[src/rtl/dp_alu_pkg.sv]
package dp_alu_pkg;

  typedef enum logic [3:0] {
    OP_AND = 4'd0,  OP_EOR = 4'd1,  OP_SUB = 4'd2,  OP_RSB = 4'd3,
    OP_ADD = 4'd4,  OP_ADC = 4'd5,  OP_SBC = 4'd6,  OP_RSC = 4'd7,
    OP_TST = 4'd8,  OP_TEQ = 4'd9,  OP_CMP = 4'd10, OP_CMN = 4'd11,
    OP_ORR = 4'd12, OP_MOV = 4'd13, OP_BIC = 4'd14, OP_MVN = 4'd15
  } alu_op_e;

  typedef struct packed {
    logic n;
    logic z;
    logic c;
    logic v;
  } nzcv_t;

  function automatic logic op_is_arith(alu_op_e op);
    return op inside {OP_SUB, OP_RSB, OP_ADD, OP_ADC, OP_SBC, OP_RSC, OP_CMP, OP_CMN};
  endfunction

  function automatic logic op_is_compare(alu_op_e op);
    return op inside {OP_TST, OP_TEQ, OP_CMP, OP_CMN};
  endfunction

endpackage

[src/rtl/dp_alu_addsub.sv]
module dp_alu_addsub
  import dp_alu_pkg::*;
#(
  parameter int W = 32
) (
  input  alu_op_e      op,
  input  logic [W-1:0] rn,
  input  logic [W-1:0] op2,
  input  logic         carry_in,
  output logic [W-1:0] sum,
  output logic         c_out,
  output logic         v_out
);
  localparam int EW = W + 1;

  logic [W-1:0]  a_sel, b_sel;
  logic          cin_sel;
  logic [EW-1:0] sum_ext;

  // Subtraction is addition of the inverted operand plus a carry-in.
  always_comb begin
    a_sel   = rn;
    b_sel   = op2;
    cin_sel = 1'b0;
    unique case (op)
      OP_SUB, OP_CMP: begin b_sel = ~op2; cin_sel = 1'b1;     end
      OP_SBC:         begin b_sel = ~op2; cin_sel = carry_in; end
      OP_RSB:         begin a_sel = op2; b_sel = ~rn; cin_sel = 1'b1;     end
      OP_RSC:         begin a_sel = op2; b_sel = ~rn; cin_sel = carry_in; end
      OP_ADC:         cin_sel = carry_in;
      default:        ;
    endcase
  end

  assign sum_ext = {1'b0, a_sel} + {1'b0, b_sel} + {{W{1'b0}}, cin_sel};
  assign sum     = sum_ext[W-1:0];
  assign c_out   = sum_ext[W];
  assign v_out   = (a_sel[W-1] == b_sel[W-1]) && (sum_ext[W-1] != a_sel[W-1]);

endmodule

[src/rtl/dp_alu_logic.sv]
module dp_alu_logic
  import dp_alu_pkg::*;
#(
  parameter int W = 32
) (
  input  alu_op_e      op,
  input  logic [W-1:0] rn,
  input  logic [W-1:0] op2,
  output logic [W-1:0] res
);
  always_comb begin
    unique case (op)
      OP_AND, OP_TST: res = rn & op2;
      OP_EOR, OP_TEQ: res = rn ^ op2;
      OP_ORR:         res = rn | op2;
      OP_BIC:         res = rn & ~op2;
      OP_MOV:         res = op2;
      OP_MVN:         res = ~op2;
      default:        res = '0;
    endcase
  end
endmodule

[src/rtl/dp_alu_flagreg.sv]
module dp_alu_flagreg
  import dp_alu_pkg::*;
#(
  parameter int W = 32
) (
  input  logic         clk,
  input  logic         rst,
  input  logic         load,
  input  logic         arith,
  input  logic [W-1:0] res,
  input  logic         add_c,
  input  logic         add_v,
  input  logic         shift_c,
  output nzcv_t        flags_q
);
  nzcv_t flags_d;

  always_comb begin
    flags_d.n = res[W-1];
    flags_d.z = (res == '0);
    flags_d.c = arith ? add_c : shift_c;
    flags_d.v = arith ? add_v : flags_q.v;
  end

  always_ff @(posedge clk) begin
    if (rst)       flags_q <= '0;
    else if (load) flags_q <= flags_d;
  end
endmodule

[src/rtl/dp_alu.sv]
module dp_alu
  import dp_alu_pkg::*;
#(
  parameter int W = 32
) (
  input  logic         clk,
  input  logic         rst,
  input  logic [3:0]   op_code,
  input  logic [W-1:0] opnd_a,
  input  logic [W-1:0] opnd_b,
  input  logic         c_flag_in,
  input  logic         shift_c_out,
  input  logic         set_flags,
  output logic [W-1:0] result,
  output logic         rd_we,
  output logic [3:0]   flags_nzcv
);
  alu_op_e      op;
  logic         arith, cmp_only;
  logic [W-1:0] add_res, log_res;
  logic         add_c, add_v;
  nzcv_t        flags_q;

  assign op       = alu_op_e'(op_code);
  assign arith    = op_is_arith(op);
  assign cmp_only = op_is_compare(op);

  dp_alu_addsub #(.W(W)) u_addsub (
    .op(op), .rn(opnd_a), .op2(opnd_b), .carry_in(c_flag_in),
    .sum(add_res), .c_out(add_c), .v_out(add_v)
  );

  dp_alu_logic #(.W(W)) u_logic (
    .op(op), .rn(opnd_a), .op2(opnd_b), .res(log_res)
  );

  assign result = arith ? add_res : log_res;
  assign rd_we  = !cmp_only;

  dp_alu_flagreg #(.W(W)) u_flags (
    .clk(clk), .rst(rst), .load(set_flags || cmp_only), .arith(arith),
    .res(result), .add_c(add_c), .add_v(add_v), .shift_c(shift_c_out),
    .flags_q(flags_q)
  );

  assign flags_nzcv = flags_q;
endmodule

[config.mk]
export PLATFORM = sky130hd
export DESIGN_NAME = dp_alu
export DESIGN_NICKNAME = d
export VERILOG_FILES = /design/src/rtl/dp_alu_pkg.sv /design/src/rtl/dp_alu_addsub.sv /design/src/rtl/dp_alu_logic.sv /design/src/rtl/dp_alu_flagreg.sv /design/src/rtl/dp_alu.sv
export SDC_FILE = /design/constraint.sdc
export NUM_CORES = 1
export LEC_CHECK = 0
export BUFFER_PORTS_ARGS = -buffer_cell sky130_fd_sc_hd__buf_2
export CORE_ASPECT_RATIO = 0.7
export CORE_MARGIN = 2
export CORE_UTILIZATION = 53
export DETAILED_ROUTE_END_ITERATION = 6
export PLACE_DENSITY_LB_ADDON = 0.05
export SYNTH_ARGS = -nofsm -noshare
export SYNTH_HDL_FRONTEND = slang
export SYNTH_SLANG_ARGS = --single-unit
[constraint.sdc]
create_clock -name clk -period 5.3 [get_ports clk]
set_clock_uncertainty 0.05 [all_clocks]
set_input_delay 0.53 -clock clk [delete_from_list [all_inputs] [get_ports clk]]
set_output_delay 0.53 -clock clk [all_outputs]
set_load 0.1 [all_outputs]
# Yosys cells after proc, flatten, opt, wreduce, memory -nomap -nowiden
# Index checks and enable logic that the tools add are counted.
[op_classes] n_addsub=2 eq_ne=17 mux=6 reduce_logical=14 bitwise_logic=6
[ops] operator="32-bit case mux with 6 select lines" n=1
[ops] operator="32-bit AND" n=2
[ops] operator="32-bit two-way mux" n=2
[ops] operator="32-bit NOT" n=2
[ops] operator="32-bit case mux with 2 select lines" n=1
[ops] operator="32-bit by 32-bit adder with 33-bit output" n=1
[ops] operator="33-bit by 1-bit adder with 33-bit output" n=1
[ops] operator="4-bit == test (second input constant)" n=8
[ops] operator="32-bit zero test" n=1
[ops] operator="32-bit bitwise OR" n=1
[ops] operator="32-bit XOR" n=1
[ops] operator="4-bit by 3-bit == test with 1-bit output (second input constant)" n=4
[ops] operator="3-bit OR reduction" n=3
[ops] operator="4-bit by 2-bit == test with 1-bit output (second input constant)" n=2
[ops] operator="8-bit nonzero test" n=1
[ops] operator="2-bit OR reduction" n=3
[ops] operator="4-bit by 1-bit == test with 1-bit output (second input constant)" n=1
[ops] operator="4-bit zero test" n=1
[ops] operator="4-bit nonzero test" n=1
[ops] operator="1-bit case mux with 2 select lines" n=1
[ops] operator="2-bit AND reduction" n=1
[ops] operator="1-bit == test" n=1
[ops] operator="1-bit logical AND" n=1
[ops] operator="1-bit zero test" n=1
[ops] operator="3 further kinds" n=3
[totals] out_inout_bits=37 in_bits=73 register_bits=4 word_cells=49

# Longest topological paths before layout
[depth] word_depth=7 ltp_mapped=22 depth_no_buf=18

# By module
# A second synthesis with hierarchy kept.
[hier_totals] hier_cells=882 area_unflattened_um2=6207.2
[by_module_without_submodules] mod="dp_alu_addsub" seq_area_each_um2=0.0 area_per_inst_um2=3088.0 cells_each=457 instances=1
[by_module_without_submodules] mod="dp_alu_logic" seq_area_each_um2=0.0 area_per_inst_um2=2467.4 cells_each=358 instances=1
[by_module_without_submodules] mod="dp_alu" seq_area_each_um2=0.0 area_per_inst_um2=422.9 cells_each=40 instances=1
[by_module_without_submodules] mod="dp_alu_flagreg" seq_area_each_um2=80.1 area_per_inst_um2=229.0 cells_each=27 instances=1

# Least setup slack after synthesis
# No wires, ideal clock.
[synth_timing] path_kind="input to output" startpoint="in op_code[1]" endpoint="out result[30]" n_path_buf=5 required_time_ns=4.720 stages=19 arrival_time_ns=6.907 slack_ns=-2.187 path_cell_list="buf_2 > buf_2 > buf_1 > clkbuf_1 > and3_1 > o21bai_1 > clkbuf_1 > nor2_1 > a211oi_1 > fa_1 > inv_1 > fa_1 > a211oi_1 > o21ai_1 > a31oi_1 > a32oi_1 > a221oi_1 > xor2_1 > a21boi_0"
[synth_via] elab_chain_cells=6 elab_cells_between_ends=30 cone_classes="2 x add/sub; 15 x eq/ne; 5 x mux; 8 x reduce/logical"
[synth_rtl] item="start: declaration" line="dp_alu.sv:8" text="input logic [3:0] op_code,"
[synth_rtl] item="4-bit by 2-bit == test with 1-bit output (tied with other cells)" line="dp_alu_pkg.sv:18, dp_alu_addsub.sv:25"
[synth_rtl] item="3-bit OR reduction (no source line) / 2-bit OR reduction (equally long branches)"
[synth_rtl] item="32-bit case mux with 2 select lines / 32-bit two-way mux (equally long branches)" line="dp_alu_addsub.sv:25" text="unique case (op)"
[synth_rtl] item="32-bit by 32-bit adder with 33-bit output" line="dp_alu_addsub.sv:35" text="assign sum_ext = {1'b0, a_sel} + {1'b0, b_sel} + {{W{1'b0}}, cin_sel};"
[synth_rtl] item="33-bit by 1-bit adder with 33-bit output" line="dp_alu_addsub.sv:35"
[synth_rtl] item="32-bit two-way mux (*)" line="dp_alu.sv:37" text="assign result = arith ? add_res : log_res;"
[synth_rtl] item="end: declaration" line="dp_alu.sv:14" text="output logic [W-1:0] result,"
# Every way passes the cells marked *; elsewhere a longest branch is shown, timed or not.

# Final worst setup path
[layout_timing] startpoint="in op_code[3]" endpoint="out result[30]"
# Same word-level chain as after synthesis.

==> run_summary.xml <==
<?xml version="1.0" encoding="UTF-8"?>
<metrics>
  <group name="status">
    <metric name="outcome" unit="">completed</metric>
  </group>
  <group name="final_layout">
    <metric name="largest_reg_by_ff_count" unit="">u_flags.flags_q</metric>
    <metric name="reg.largest.list" unit="">u_flags.flags_q: 4 flops</metric>
    <metric name="areaGrowthSynthToFinish" unit="%">21.6</metric>
    <metric name="largest_reg_flops" unit="">4</metric>
    <metric name="most-common-layout-cells" unit="">sky130_fd_sc_hd__o21ai_0 (139), sky130_fd_sc_hd__nand2_1 (112), sky130_fd_sc_hd__buf_2 (83)</metric>
    <metric name="seqCellArea" unit="um^2">80.1</metric>
    <metric name="finished_layout_cells" unit="">1116</metric>
    <metric name="nets" unit="">1123</metric>
    <metric name="multiInputGateArea" unit="um^2">5010</metric>
    <metric name="most_common_cell_after_layout_fill_and_taps_aside" unit="">sky130_fd_sc_hd__o21ai_0</metric>
    <metric name="layout.filler_cells" unit="">935</metric>
    <metric name="layout-drive-gt1-share" unit="">0.176</metric>
    <metric name="postLayoutCoreUtil" unit="">0.657</metric>
  </group>
  <group name="clock_tree">
    <metric name="worst_setup_hold_path_clk_slew" unit="ns">0.03</metric>
    <metric name="clockRootBuffer" unit="">sky130_fd_sc_hd__clkbuf_16</metric>
    <metric name="tritoncts" unit="">yes</metric>
    <metric name="cts_buffer_depth" unit="">2</metric>
    <metric name="cts_sinks" unit="">4</metric>
    <metric name="clock_latency" unit="ns">0.23</metric>
    <metric name="cts-buffers-inserted" unit="">3</metric>
    <metric name="cts.hold.buffers_added" unit="">0</metric>
    <metric name="htreeDepth" unit="">1</metric>
    <metric name="post_cts.repair.setup_buffers" unit="">0</metric>
    <metric name="post_cts.resized_instances" unit="">0</metric>
  </group>
  <group name="setup_path">
    <metric name="endpoint_kind" unit="">output port</metric>
    <metric name="timing.critical_path.slowest_stage_cell" unit="">sky130_fd_sc_hd__a2111oi_1</metric>
    <metric name="max_stage_delay" unit="ns">0.45</metric>
    <metric name="path_delay_family" unit="">compound AO/OA/AOI/OAI gates</metric>
    <metric name="worstSetupPathType" unit="">in -&gt; out</metric>
    <metric name="critPathMaxFanout" unit="">18</metric>
    <metric name="crit_arrival" unit="ns">4.52</metric>
    <metric name="cell_occurring_most_often_along_the_worst_timing_path" unit="">sky130_fd_sc_hd__o21ai_0</metric>
    <metric name="startpoint_class" unit="">input port</metric>
    <metric name="worstPathBufferInverterCount" unit="">3</metric>
    <metric name="critPathRequiredTime" unit="ns">4.72</metric>
    <metric name="crit_chain" unit="">buf_2 -&gt; nand2_4 -&gt; and3_4 -&gt; o21bai_4 -&gt; buf_4 -&gt; nand2_1 -&gt; o21ai_0 -&gt; o21ai_0 -&gt; ha_1 -&gt; a21oi_1 -&gt; o21ai_1 -&gt; a2111oi_1 -&gt; a32oi_2 -&gt; a221oi_1 -&gt; xor2_1 -&gt; a21boi_2 -&gt; buf_12</metric>
    <metric name="timing.reg2reg.setup_slack" unit="ns">4.54</metric>
  </group>
  <group name="synthesis">
    <metric name="postSynth.asyncResetShare" unit="">0</metric>
    <metric name="mappedNetlistNets" unit="">1048</metric>
    <metric name="post-synth-top-area-fraction" unit="">0.142</metric>
    <metric name="yosys.cell_types.count" unit="">78</metric>
    <metric name="syn-cell-area" unit="um^2">5550</metric>
    <metric name="postSynthRegisterBits" unit="">4</metric>
    <metric name="yosys-top-cells-area" unit="">sky130_fd_sc_hd__ha_1 (14%), sky130_fd_sc_hd__o21ai_0 (14%), sky130_fd_sc_hd__nand2_1 (7.6%)</metric>
    <metric name="synthFlopType" unit="">sky130_fd_sc_hd__dfxtp_1</metric>
    <metric name="synthesis.area_per_instance" unit="um^2">6.10</metric>
    <metric name="syn-instance-count" unit="">910</metric>
    <metric name="synth.yosys.seq_area_share" unit="">0.0144</metric>
    <metric name="synth_edf_count" unit="">0</metric>
    <metric name="synth.yosys.warnings" unit="">0</metric>
    <metric name="yosys.area.top_type" unit="">sky130_fd_sc_hd__ha_1</metric>
  </group>
  <group name="timing">
    <metric name="slew_viol_final" unit="">0</metric>
    <metric name="worst_slew_margin_rel" unit="">0.315</metric>
    <metric name="finalSetupViolCount" unit="">0</metric>
    <metric name="hold_violations" unit="">0</metric>
    <metric name="rsz0062_at_grt" unit="">no</metric>
    <metric name="transition_time_of_the_tightest_slew_check_pin" unit="ns">1.03</metric>
    <metric name="period_needed" unit="ns">5.10</metric>
    <metric name="achievable-frequency" unit="MHz">196</metric>
    <metric name="post-route-period-util" unit="">0.962</metric>
  </group>
  <group name="place">
    <metric name="io_buffers" unit="">109</metric>
    <metric name="post-place-cells" unit="">1112</metric>
    <metric name="gp_congestion" unit="">1.08</metric>
    <metric name="dp_hpwl" unit="um">17900</metric>
  </group>
  <group name="floorplanning">
    <metric name="die_footprint" unit="um^2">11300</metric>
    <metric name="chipHeight" unit="um">89.7</metric>
    <metric name="io_pins" unit="">110</metric>
    <metric name="fp.dieW" unit="um">126</metric>
    <metric name="core-area" unit="um^2">10300</metric>
    <metric name="row_cnt" unit="">31</metric>
    <metric name="initial_core_util" unit="">0.540</metric>
  </group>
  <group name="power_and_ir_drop">
    <metric name="power.leakage" unit="nW">3.07</metric>
    <metric name="ir_worst_vdd" unit="mV">0.267</metric>
    <metric name="power-per-cell-area" unit="nW/um^2">269</metric>
  </group>
  <group name="detailed_routing">
    <metric name="route.final.wire_length" unit="um">23200</metric>
    <metric name="first_pass_iters" unit="">6</metric>
    <metric name="wl_per_cell" unit="um">20.8</metric>
    <metric name="drtAntennaViolNets" unit="">0</metric>
    <metric name="detail_route.drc_violations" unit="">0</metric>
    <metric name="vias" unit="">7663</metric>
    <metric name="drt_iter0_drc" unit="">1089</metric>
    <metric name="viasPerCell" unit="">6.87</metric>
  </group>
  <group name="grt">
    <metric name="antenna_found_initial" unit="">2</metric>
    <metric name="groute.usage.overall" unit="">0.393</metric>
    <metric name="grt_start_max_net_pins" unit="">59</metric>
    <metric name="grt_overflow" unit="">0</metric>
    <metric name="grt_first_pass_wirelength" unit="um">35700</metric>
    <metric name="first_global_vias" unit="">6962</metric>
  </group>
  <group name="job">
    <metric name="cap_viol_max_count" unit="">0</metric>
  </group>
  <group name="worst_hold_path">
    <metric name="worst_hold_path_type" unit="">reg -&gt; reg</metric>
  </group>
</metrics>
[power breakdown]
group,total [mW],internal (mW),switching (mW)
Combinational,1.66,0.546,1.12
Clock,0.119,0.0965,0.0227
Sequential,0.0344,0.0329,0.00149
Total,1.82,0.675,1.14
[worst min-delay path: stages, from the launching register on]
cell                      delay (ns)
sky130_fd_sc_hd__dfxtp_1        0.32
sky130_fd_sc_hd__mux2i_1        0.07
sky130_fd_sc_hd__nor2_1         0.08
[cell usage after synthesis, types with 7 or more instances]
library cell               number
sky130_fd_sc_hd__nor2_1        64
sky130_fd_sc_hd__nand2_1      113
sky130_fd_sc_hd__o211ai_1      12
sky130_fd_sc_hd__nand4_1        8
sky130_fd_sc_hd__buf_2         16
sky130_fd_sc_hd__a21o_1        16
sky130_fd_sc_hd__a211oi_1      14
sky130_fd_sc_hd__o221ai_1       9
sky130_fd_sc_hd__nor3_1        15
sky130_fd_sc_hd__nand3_1       25
sky130_fd_sc_hd__xnor2_1       28
sky130_fd_sc_hd__o22ai_1       11
sky130_fd_sc_hd__a31oi_1       17
sky130_fd_sc_hd__xor2_1        10
sky130_fd_sc_hd__clkbuf_1      42
sky130_fd_sc_hd__mux2i_1        7
sky130_fd_sc_hd__inv_1         76
sky130_fd_sc_hd__o21a_1         7
sky130_fd_sc_hd__o21ai_0      150
sky130_fd_sc_hd__ha_1          63
sky130_fd_sc_hd__nor2b_1        8
sky130_fd_sc_hd__a21oi_1       55
[area by class of cell]
cell class / instances / share of cell area
tap: 132 / 0.0245
sequential: 4 / 0.0119
timing repair buffer: 135 / 0.168
antenna: 1 / 0.000371
multi-input combinational: 765 / 0.742
clock buffer: 3 / 0.0111
inverter: 76 / 0.0426
[path summary, 6_finish.rpt]
| check | start | to | cells after the start |
|---|---|---|---|
| max reg2reg | u_flags.flags_q[0] | u_flags.flags_q[0] | 2 |
| min | u_flags.flags_q[3] | u_flags.flags_q[3] | 2 |
| min reg2reg | u_flags.flags_q[3] | u_flags.flags_q[3] | 2 |
| max | op_code[3] | result[30] | 17 |
[cell families after synthesis]
group / after synthesis / synth area share
compound gates: 369 / 0.417
fa+ha+maj: 65 / 0.149
buf+inv: 141 / 0.0996
mux: 10 / 0.0187
simple gates: 283 / 0.241
xor+xnor: 38 / 0.0599
flops: 4 / 0.0144
[layer usage]
metal,up-vias,share of wire,track usage
met4,2,0.030,0.113
li1,3493,-,-
met1,3486,0.42,0.545
met3,90,0.15,0.0995
met2,592,0.41,0.605
met5,-,0.00056,0
[stage by stage]
step                worst slack [ns]  total power, mW  TNS (ns)  instance area [um^2]  hold slack [ns]
global placement             -0.0756             1.64   -0.0756                  6660            0.417
finish                         0.201             1.82         0                  6750            0.469
detailed placement            0.0320             1.66         0                  6660            0.438
global route                  0.0127             1.90         0                  6750            0.489
floorplan                     -0.199             1.16    -0.258                  5740            0.549
CTS                            0.242             1.78         0                  6740            0.465
No activity file was read; power rests on OpenSTA's default activity.
